$ cat src/rtl/cfg_bridge_pkg.sv
package cfg_bridge_pkg;

  typedef enum logic [1:0] {
    SEQ_IDLE   = 2'd0,
    SEQ_PROBE  = 2'd1,
    SEQ_ACCESS = 2'd2
  } seq_state_e;

  // Bytes actually forwarded: requested length, capped by room left before the limit.
  function automatic logic [2:0] clamp_len(input logic [7:0] off,
                                           input logic [2:0] len,
                                           input logic [31:0] limit);
    logic [31:0] room;
    room = ({24'd0, off} < limit) ? (limit - {24'd0, off}) : 32'd0;
    return ({29'd0, len} < room) ? len : room[2:0];
  endfunction

  // Keeps the low 'len' bytes of a returned word.
  function automatic logic [31:0] len_mask(input logic [2:0] len);
    case (len)
      3'd1:    return 32'h0000_00FF;
      3'd2:    return 32'h0000_FFFF;
      3'd3:    return 32'h00FF_FFFF;
      default: return 32'hFFFF_FFFF;
    endcase
  endfunction

  // A hot-added non-zero function stays invisible until function 0 exists.
  function automatic logic fn_hidden(input logic hot, input logic [2:0] fn,
                                     input logic fn0_here);
    return hot && (fn != 3'd0) && !fn0_here;
  endfunction

endpackage

$ cat src/rtl/cfg_addr_latch.sv
module cfg_addr_latch #(
  parameter int AW = 32
) (
  input  logic          clk,
  input  logic          rst,
  input  logic          acc,
  input  logic          hb_we,
  input  logic          hb_win,
  input  logic [1:0]    hb_off,
  input  logic [2:0]    hb_len,
  input  logic [AW-1:0] hb_wdata,
  output logic          upd,
  output logic [AW-1:0] latch_q
);
  localparam logic [2:0] FULL_LEN = 3'(AW / 8);

  assign upd = acc && hb_we && !hb_win && (hb_off == 2'd0) && (hb_len == FULL_LEN);

  always_ff @(posedge clk) begin
    if (rst)      latch_q <= '0;
    else if (upd) latch_q <= hb_wdata;
  end
endmodule

$ cat src/rtl/cfg_target_decode.sv
module cfg_target_decode #(
  parameter int AW        = 32,
  parameter int CFG_LIMIT = 256
) (
  input  logic [AW-1:0] latch_q,
  input  logic [1:0]    hb_off,
  input  logic [2:0]    hb_len,
  output logic          enable,
  output logic [7:0]    bus,
  output logic [7:0]    devfn,
  output logic [7:0]    off,
  output logic [2:0]    len,
  output logic          in_range
);
  import cfg_bridge_pkg::*;

  logic [AW-1:0] eff;

  assign eff      = latch_q | {{(AW-2){1'b0}}, hb_off};
  assign enable   = latch_q[AW-1];
  assign bus      = eff[23:16];
  assign devfn    = eff[15:8];
  assign off      = eff[7:0];
  assign in_range = ({24'd0, off} < 32'(CFG_LIMIT));
  assign len      = clamp_len(off, hb_len, 32'(CFG_LIMIT));
endmodule

$ cat src/rtl/cfg_ds_sequencer.sv
module cfg_ds_sequencer #(
  parameter int DW = 32
) (
  input  logic          clk,
  input  logic          rst,
  input  logic          start,
  input  logic          we_in,
  input  logic [7:0]    bus_in,
  input  logic [7:0]    devfn_in,
  input  logic [7:0]    off_in,
  input  logic [2:0]    len_in,
  input  logic [DW-1:0] wdata_in,
  output logic          busy,
  output logic          rd_done,
  output logic [DW-1:0] rd_data,
  output logic          refused,
  output logic          ds_req,
  output logic          ds_probe,
  output logic          ds_we,
  output logic [7:0]    ds_bus,
  output logic [7:0]    ds_devfn,
  output logic [7:0]    ds_off,
  output logic [2:0]    ds_len,
  output logic [DW-1:0] ds_wdata,
  input  logic          ds_ack,
  input  logic          ds_present,
  input  logic          ds_hotadd,
  input  logic          ds_fn0_present,
  input  logic [DW-1:0] ds_rdata
);
  import cfg_bridge_pkg::*;

  seq_state_e    state_q;
  logic          we_q;
  logic [7:0]    bus_q, devfn_q, off_q;
  logic [2:0]    len_q;
  logic [DW-1:0] wdata_q;
  logic          admit;

  assign admit   = ds_present && !fn_hidden(ds_hotadd, devfn_q[2:0], ds_fn0_present);
  assign refused = (state_q == SEQ_PROBE) && ds_ack && !admit;
  assign rd_done = !we_q && ds_ack &&
                   (((state_q == SEQ_PROBE) && !admit) || (state_q == SEQ_ACCESS));
  assign rd_data = (state_q == SEQ_ACCESS) ? (ds_rdata & len_mask(len_q)) : '1;

  always_ff @(posedge clk) begin
    if (rst) begin
      state_q <= SEQ_IDLE;
    end else begin
      case (state_q)
        SEQ_IDLE:   if (start)  state_q <= SEQ_PROBE;
        SEQ_PROBE:  if (ds_ack) state_q <= admit ? SEQ_ACCESS : SEQ_IDLE;
        SEQ_ACCESS: if (ds_ack) state_q <= SEQ_IDLE;
        default:    state_q <= SEQ_IDLE;
      endcase
    end
  end

  always_ff @(posedge clk) begin
    if (state_q == SEQ_IDLE && start) begin
      we_q    <= we_in;
      bus_q   <= bus_in;
      devfn_q <= devfn_in;
      off_q   <= off_in;
      len_q   <= len_in;
      wdata_q <= wdata_in;
    end
  end

  assign busy     = (state_q != SEQ_IDLE);
  assign ds_req   = busy;
  assign ds_probe = (state_q == SEQ_PROBE);
  assign ds_we    = we_q && (state_q == SEQ_ACCESS);
  assign ds_bus   = bus_q;
  assign ds_devfn = devfn_q;
  assign ds_off   = off_q;
  assign ds_len   = len_q;
  assign ds_wdata = wdata_q;
endmodule

$ cat src/rtl/cfg_port_bridge.sv
module cfg_port_bridge #(
  parameter int CFG_LIMIT = 256
) (
  input  logic        clk,
  input  logic        rst,
  input  logic        hb_req,
  input  logic        hb_we,
  input  logic        hb_win,
  input  logic [1:0]  hb_off,
  input  logic [2:0]  hb_len,
  input  logic [31:0] hb_wdata,
  output logic        hb_busy,
  output logic        hb_rvalid,
  output logic [31:0] hb_rdata,
  output logic        ds_req,
  output logic        ds_probe,
  output logic        ds_we,
  output logic [7:0]  ds_bus,
  output logic [7:0]  ds_devfn,
  output logic [7:0]  ds_off,
  output logic [2:0]  ds_len,
  output logic [31:0] ds_wdata,
  input  logic        ds_ack,
  input  logic        ds_present,
  input  logic        ds_hotadd,
  input  logic        ds_fn0_present,
  input  logic [31:0] ds_rdata
);
  localparam int AW = 32;

  logic          acc, addr_upd, addr_rd, dat_acc, fwd_start, quick_ones;
  logic          enable, in_range, seq_busy, seq_rd_done, refused;
  logic [AW-1:0] latch_q, seq_rd_data;
  logic [7:0]    t_bus, t_devfn, t_off;
  logic [2:0]    t_len;

  assign acc        = hb_req && !seq_busy;
  assign addr_rd    = acc && !hb_we && !hb_win;
  assign dat_acc    = acc && hb_win;
  assign fwd_start  = dat_acc && enable && in_range;
  assign quick_ones = dat_acc && !hb_we && !(enable && in_range);

  cfg_addr_latch #(.AW(AW)) u_latch (
    .clk(clk), .rst(rst), .acc(acc), .hb_we(hb_we), .hb_win(hb_win),
    .hb_off(hb_off), .hb_len(hb_len), .hb_wdata(hb_wdata),
    .upd(addr_upd), .latch_q(latch_q)
  );

  cfg_target_decode #(.AW(AW), .CFG_LIMIT(CFG_LIMIT)) u_decode (
    .latch_q(latch_q), .hb_off(hb_off), .hb_len(hb_len),
    .enable(enable), .bus(t_bus), .devfn(t_devfn), .off(t_off),
    .len(t_len), .in_range(in_range)
  );

  cfg_ds_sequencer #(.DW(AW)) u_seq (
    .clk(clk), .rst(rst), .start(fwd_start), .we_in(hb_we),
    .bus_in(t_bus), .devfn_in(t_devfn), .off_in(t_off), .len_in(t_len),
    .wdata_in(hb_wdata), .busy(seq_busy), .rd_done(seq_rd_done),
    .rd_data(seq_rd_data), .refused(refused),
    .ds_req(ds_req), .ds_probe(ds_probe), .ds_we(ds_we), .ds_bus(ds_bus),
    .ds_devfn(ds_devfn), .ds_off(ds_off), .ds_len(ds_len), .ds_wdata(ds_wdata),
    .ds_ack(ds_ack), .ds_present(ds_present), .ds_hotadd(ds_hotadd),
    .ds_fn0_present(ds_fn0_present), .ds_rdata(ds_rdata)
  );

  always_ff @(posedge clk) begin
    if (rst) begin
      hb_rvalid <= 1'b0;
      hb_rdata  <= '0;
    end else begin
      hb_rvalid <= addr_rd || quick_ones || seq_rd_done;
      if (addr_rd)         hb_rdata <= latch_q;
      else if (quick_ones) hb_rdata <= '1;
      else if (seq_rd_done) hb_rdata <= seq_rd_data;
    end
  end

  assign hb_busy = seq_busy;
endmodule

$ cat config.mk
export PLATFORM = sky130hd
export DESIGN_NAME = cfg_port_bridge
export DESIGN_NICKNAME = d
export VERILOG_FILES = /design/src/rtl/cfg_bridge_pkg.sv /design/src/rtl/cfg_addr_latch.sv /design/src/rtl/cfg_target_decode.sv /design/src/rtl/cfg_ds_sequencer.sv /design/src/rtl/cfg_port_bridge.sv
export SDC_FILE = /design/constraint.sdc
export NUM_CORES = 1
export LEC_CHECK = 0
export ABC_AREA = 1
export BUFFER_PORTS_ARGS = -buffer_cell sky130_fd_sc_hd__buf_2
export CAP_MARGIN = 10
export CORE_MARGIN = 1.5
export CORE_UTILIZATION = 35
export CTS_CLUSTER_SIZE = 10
export DETAILED_ROUTE_END_ITERATION = 6
export GPL_TIMING_DRIVEN = 1
export PLACE_DENSITY = 0.65
export SYNTH_ARGS = -nofsm -noshare
export SYNTH_HDL_FRONTEND = slang
export SYNTH_HIERARCHICAL = 1
export SYNTH_SLANG_ARGS = --single-unit
$ cat constraint.sdc
create_clock -name clk -period 4.3 [get_ports clk]
set_input_delay 0.43 -clock clk [delete_from_list [all_inputs] [get_ports clk]]
set_output_delay 0.43 -clock clk [all_outputs]
set_load 0.1 [all_outputs]
**Yosys cells after proc, flatten, opt, wreduce, memory -nomap -nowiden**

Index checks and enable logic that the tools add are counted.

- Equality and inequality tests: 9
- Add/subtract/negate cells: 1
- Multipliers: 0
- Divide/modulo/power cells: 0
- Reduce and logical (&&, ||, !) cells: 36
- Shift-type cells: 0
- Order comparisons: 1
- Mux-type cells: 11
- Bitwise logic cells: 2

Operators by type and width:

| kind | count |
|---|---|
| $mux W32 | 4 |
| $pmux W32 S3 | 1 |
| $and A32 B32 Y32 | 1 |
| $lt A3 B32 Y1 | 1 |
| $or A24 B2 Y24 | 1 |
| $logic_and A1 B1 Y1 | 19 |
| $sub A9 B8 Y10 const A | 1 |
| $logic_not A1 Y1 | 8 |
| $mux W2 | 4 |
| $eq A3 B2 Y1 const B | 2 |
| $pmux W2 S3 | 1 |
| $reduce_bool A3 Y1 | 2 |
| $logic_not A2 Y1 | 2 |
| $ne A2 B1 Y1 const B | 2 |
| $eq A3 B1 Y1 const B | 1 |
| $eq A3 B3 Y1 const B | 1 |
| $logic_or A1 B1 Y1 | 3 |
| $mux W3 | 1 |
| $reduce_and A3 Y1 | 1 |
| $eq A2 B1 Y1 const B | 1 |
| $eq A2 B2 Y1 const B | 1 |
| $ne A2 B2 Y1 const B | 1 |
| $reduce_bool A2 Y1 | 1 |

- Output and inout bits: 96
- Latch bits: 0
- Bits of input ports: 78
- Memories kept: 0
- Logic and storage cells: 70
- Bits in read-only memories: 0
- Bits in writable memories: 0
- Register bits: 127

**Longest topological paths before layout**

- Word-level depth: 12
- Gate-level depth with buffers: 12
- Gate-level depth less buffers: 12

**By module**

The synthesis kept the hierarchy.

Modules (own cells, without submodules):

| module | cells an instance | area each (sq um) | seq. area each (sq um) | instances |
|---|---|---|---|---|
| cfg_ds_sequencer | 153 | 2269.7 | 1841.8 | 1 |
| cfg_port_bridge | 293 | 1838.0 | 660.6 | 1 |
| cfg_addr_latch | 222 | 1468.9 | 640.6 | 1 |
| cfg_target_decode | 62 | 374.1 | 0.0 | 1 |

**Worst setup path before layout**

OpenSTA, ideal clock, no wires.

- Path kind: flip-flop to flip-flop
- Start point: register u_seq.state_q[0]
- End point: register u_seq.bus_q[0], in the netlist u_seq/ds_bus[0], enable pin
- Period minus slack after synthesis: 2849 ps
- Path slack: 1451 ps
- Path buffers: 0
- Arrival: 2435 ps
- Setup time: 414 ps
- Data required time: 3886 ps
- Cell stages (with the launch flop): 6
- Path through: dfxtp_1 nor2_1 inv_1 nor3_1 nand2_1 inv_1

- Word-level cells in the longest chain between the ends: 6
- Elaborated cells between the ends (all ways): 7
- Classes of those cells: reduce/logical (7)

Ends and longest elaborated chain:

| what | RTL line | RTL |
|---|---|---|
| start: declaration | cfg_ds_sequencer.sv:33 | `seq_state_e state_q;` |
| start signal: assignment | cfg_ds_sequencer.sv:52 | `SEQ_PROBE: if (ds_ack) state_q <= admit ? SEQ_ACCESS : SEQ_IDLE;` |
| $reduce_bool A2 Y1 | cfg_ds_sequencer.sv:70 | `assign busy = (state_q != SEQ_IDLE);` |
| named net hb_busy | cfg_port_bridge.sv:12 | `output logic hb_busy,` |
| $logic_not A1 Y1 | cfg_port_bridge.sv:37 | `assign acc = hb_req && !seq_busy;` |
| $logic_and A1 B1 Y1 | cfg_port_bridge.sv:37 |  |
| $logic_and A1 B1 Y1 | cfg_port_bridge.sv:39 | `assign dat_acc = acc && hb_win;` |
| $logic_and A1 B1 Y1 | cfg_port_bridge.sv:40 | `assign fwd_start = dat_acc && enable && in_range;` |
| named net fwd_start | cfg_port_bridge.sv:31 | `logic acc, addr_upd, addr_rd, dat_acc, fwd_start, quick_ones;` |
| $logic_and A1 B1 Y1 | cfg_ds_sequencer.sv:60 | `if (state_q == SEQ_IDLE && start) begin` |
| end signal: assignment | cfg_ds_sequencer.sv:62 | `bus_q <= bus_in;` |
| end: declaration | cfg_ds_sequencer.sv:35 | `logic [7:0] bus_q, devfn_q, off_q;` |

The timed path passes the listed nets, and every way through them passes these cells.
A chain may end at the register's enable or synchronous reset.

**Worst setup path in the final report**

- Start point: register u_seq.state_q[1]
- End point: register hb_rdata[23]

- Elaborated cells between the ends (all ways): 18
- Classes of those cells: eq/ne (2); mux (4); reduce/logical (12)

RTL lines:

| what | RTL line | RTL |
|---|---|---|
| $eq A2 B1 Y1 | - |  |
| $logic_and A1 B1 Y1 | cfg_ds_sequencer.sv:43 | `(((state_q == SEQ_PROBE) && !admit) \|\| (state_q == SEQ_ACCESS));` |
| $logic_or A1 B1 Y1 * | cfg_ds_sequencer.sv:43 |  |
| $logic_and A1 B1 Y1 * | cfg_ds_sequencer.sv:42 | `assign rd_done = !we_q && ds_ack &&` |
| named net seq_rd_done | cfg_port_bridge.sv:32 | `logic enable, in_range, seq_busy, seq_rd_done, refused;` |
| $reduce_bool A3 Y1 (no line) * | - |  |
| end signal: assignment | cfg_port_bridge.sv:72 | `if (addr_rd) hb_rdata <= latch_q;` |
| end signal: assignment | cfg_port_bridge.sv:74 | `else if (seq_rd_done) hb_rdata <= seq_rd_data;` |
| end: declaration | cfg_port_bridge.sv:14 | `output logic [31:0] hb_rdata,` |

The timed path passes the listed nets; every way through them passes the cells marked *. The select of a mux whose other input is x is not followed.

==> key figures <==
Run status
  – Run status: finished clean

Power and ir drop
  – Largest voltage drop on the vdd net: 0.236 mV
  – LEAKAGE: 3.39 nW
  – Ratio of total power to cell area: 427 nW/um^2

Yosys
  – Synth Instances: 729
  – Average footprint of a synthesized cell: 8.16 um^2
  – Post-Synthesis Net Count: 809
  – Number of warnings issued by yosys: 6
  – Netlist area before placement: 5950 um^2

STA
  – Setup Total Neg Slack: 0 ns
  – Setup repair after global routing missed its margin: false
  – Total count of hold-check failures in the final report: 0
  – Final period demand of the worst path: 2.75 ns
  – Worst Clk Skew: 0.00673 ns
  – Count of pins over their slew limit: 0
  – Max transition margin: 0.221
  – Transition time at the pin with the least slew margin: 1.17 ns
  – Period Utilization, post-route: 0.640
  – Achievable frequency: 0.363 GHz
  – Number of endpoints failing setup at the final stage: 0

Setup path
  – Worst Path Max Fanout: 33
  – Crit path arrival time: 3.01 ns
  – R2r startpoint: u_seq/state_q[1]
  – Setup CP Type: reg -> reg
  – Crit. End Element: flip-flop
  – Startpoint type of the worst setup path: flip-flop
  – Required time of the critical path: 4.56 ns
  – CP Cell Sequence: inv_1 -> nor2_4 -> inv_1 -> a21oi_4 -> inv_2 -> nand3_1 -> a21oi_1
  – Cell with the most instances on the worst path: sky130_fd_sc_hd__inv_1
  – Slowest stage delay, CP: 0.74 ns
  – Critical path's slowest cell: sky130_fd_sc_hd__a21oi_4
  – Launching instance or port of the critical path: u_seq/state_q[1]

Die
  – Starting Density: 0.359
  – Placeable Area: 16600 um^2
  – Horizontal die dimension: 133 um
  – Num rows: 47
  – IO Count: 174
  – Overall die height: 133 um
  – Overall die area: 17800 um^2

CTS
  – Hold-fix buffers at CTS: 0
  – CTS resizes: 0
  – Insertion delay to the later sink of the worst-skew pair: 0.41 ns
  – Clk pin slew, worst setup/hold paths: 0.06 ns
  – CTS sink count: 127
  – H-tree depth: 4
  – Clock tree from TritonCTS: built
  – Root Buffer: sky130_fd_sc_hd__clkbuf_16
  – Number of buffers added by the clock tree synthesis step: 17
  – Longest Clk Path Bufs: 2
  – Setup fix buffers added after clock tree synthesis: 0

Global routing
  – Initial antenna violation count: 1
  – Total Routing Usage GR: 0.183
  – Total gr overflow: 0
  – Wire length of the first global-routing pass: 24800 um
  – Vias in the first global route: 4598
  – Pin count of the biggest net entering global routing: 47

Detailed routing
  – Routed vias/inst: 4.54
  – Wirelength, routed: 15800 um
  – Detailed-routing iteration count for the pre-antenna-repair pass: 5
  – Number of antenna-violating nets in the routed design: 0
  – Routed wire length per instance: 14.4 um
  – Vias post-DR: 4954
  – Post-route DRC: 0
  – Number of DRC violations after detailed-routing iteration 0: 378

Placed design
  – Routability cong.: 0.818
  – Half-perimeter wire length of the detailed placement result: 11000 um
  – Port Buf Inserts: 173
  – DP Cell Count: 1059

Layout
  – Final nets: 938
  – Non-filler instance count after layout: 1091
  – Commonest non-fill, non-tap cell in the layout: sky130_fd_sc_hd__buf_2
  – Fraction of layout cells with a size suffix above 1: 0.279
  – Post-synthesis to final-layout area growth: 23.3%
  – Most frequent cells in the layout: sky130_fd_sc_hd__buf_2 (173), sky130_fd_sc_hd__nand2_1 (171), sky130_fd_sc_hd__inv_1 (100), sky130_fd_sc_hd__nand3_1 (70), sky130_fd_sc_hd__nor2_1 (70)
  – Antenna fix cells: 0
  – # fillers: 1733

Run
  – Max-capacitance violation count: 0

Min path
  – Kind of path behind the tightest hold check: in -> reg
  – Hold Path Origin: hb_wdata[9]
[layer usage]
metal,wire (um),part of all wire,track usage
met2,7240,0.46,0.286
met1,7220,0.46,0.250
met4,166,0.011,0.0483
met3,1120,0.071,0.0518
met5,7,0.00044,0
[critical path: cells and delay by family, from the launching register on]
kind	cells	cell delay, ns
buffers and inverters	3	0.84
and+or+nand+nor	2	0.61
AOI/OAI and AO/OA	2	0.82
DFF	1	0.32
[layout make-up]
class                           instances  area [um^2]  area share
Tap cell                              220          275      0.0375
Clock inverter                         14          189      0.0258
Multi-Input combinational cell        428         2000       0.273
Timing Repair Buffer                  176          888       0.121
Inverter                              108          405      0.0553
Clock buffer                           18          429      0.0585
Sequential cell                       127         3140       0.429
[stage by stage]
step / power, mW / util / hold slack (ns) / cell area [um^2] / setup WS, ns
floorplan: 1.57 / - / 0.454 / 5950 / 1.45
global placement: 1.66 / 0.405 / 0.440 / 6720 / 1.64
detailed placement: 1.66 / 0.405 / 0.440 / 6720 / 1.54
CTS: 3.17 / 0.442 / 0.185 / 7330 / 1.52
global route: 3.25 / 0.442 / 0.180 / 7330 / 1.22
finish: 3.13 / 0.442 / 0.206 / 7330 / 1.55
[report_power, final]
part / switching, mW / total (mW) / internal (mW)
logic: 0.262 / 0.338 / 0.0766
clock network: 0.529 / 1.50 / 0.969
registers: 0.0138 / 1.30 / 1.28
[path summary, 6_finish.rpt]
path	endpoint	slack [ns]	depth (start not counted)
max	hb_rdata[23]	1.55	7
min	u_seq/ds_wdata[9]	0.21	1
max reg2reg	hb_rdata[23]	1.55	7
min reg2reg	u_seq/ds_devfn[2]	0.46	0
[sequential cells by signal, summed over array words and instances (netlist names)]
register / cells
u_latch/latch_q: 32
u_seq/ds_len: 3
u_seq/ds_off: 8
u_seq/state_q: 2
u_seq/ds_wdata: 32
u_seq/ds_devfn: 8
u_seq/we_q: 1
u_seq/ds_bus: 8
hb_rdata: 32
hb_rvalid: 1
No activity file was read; power rests on OpenSTA's default activity.
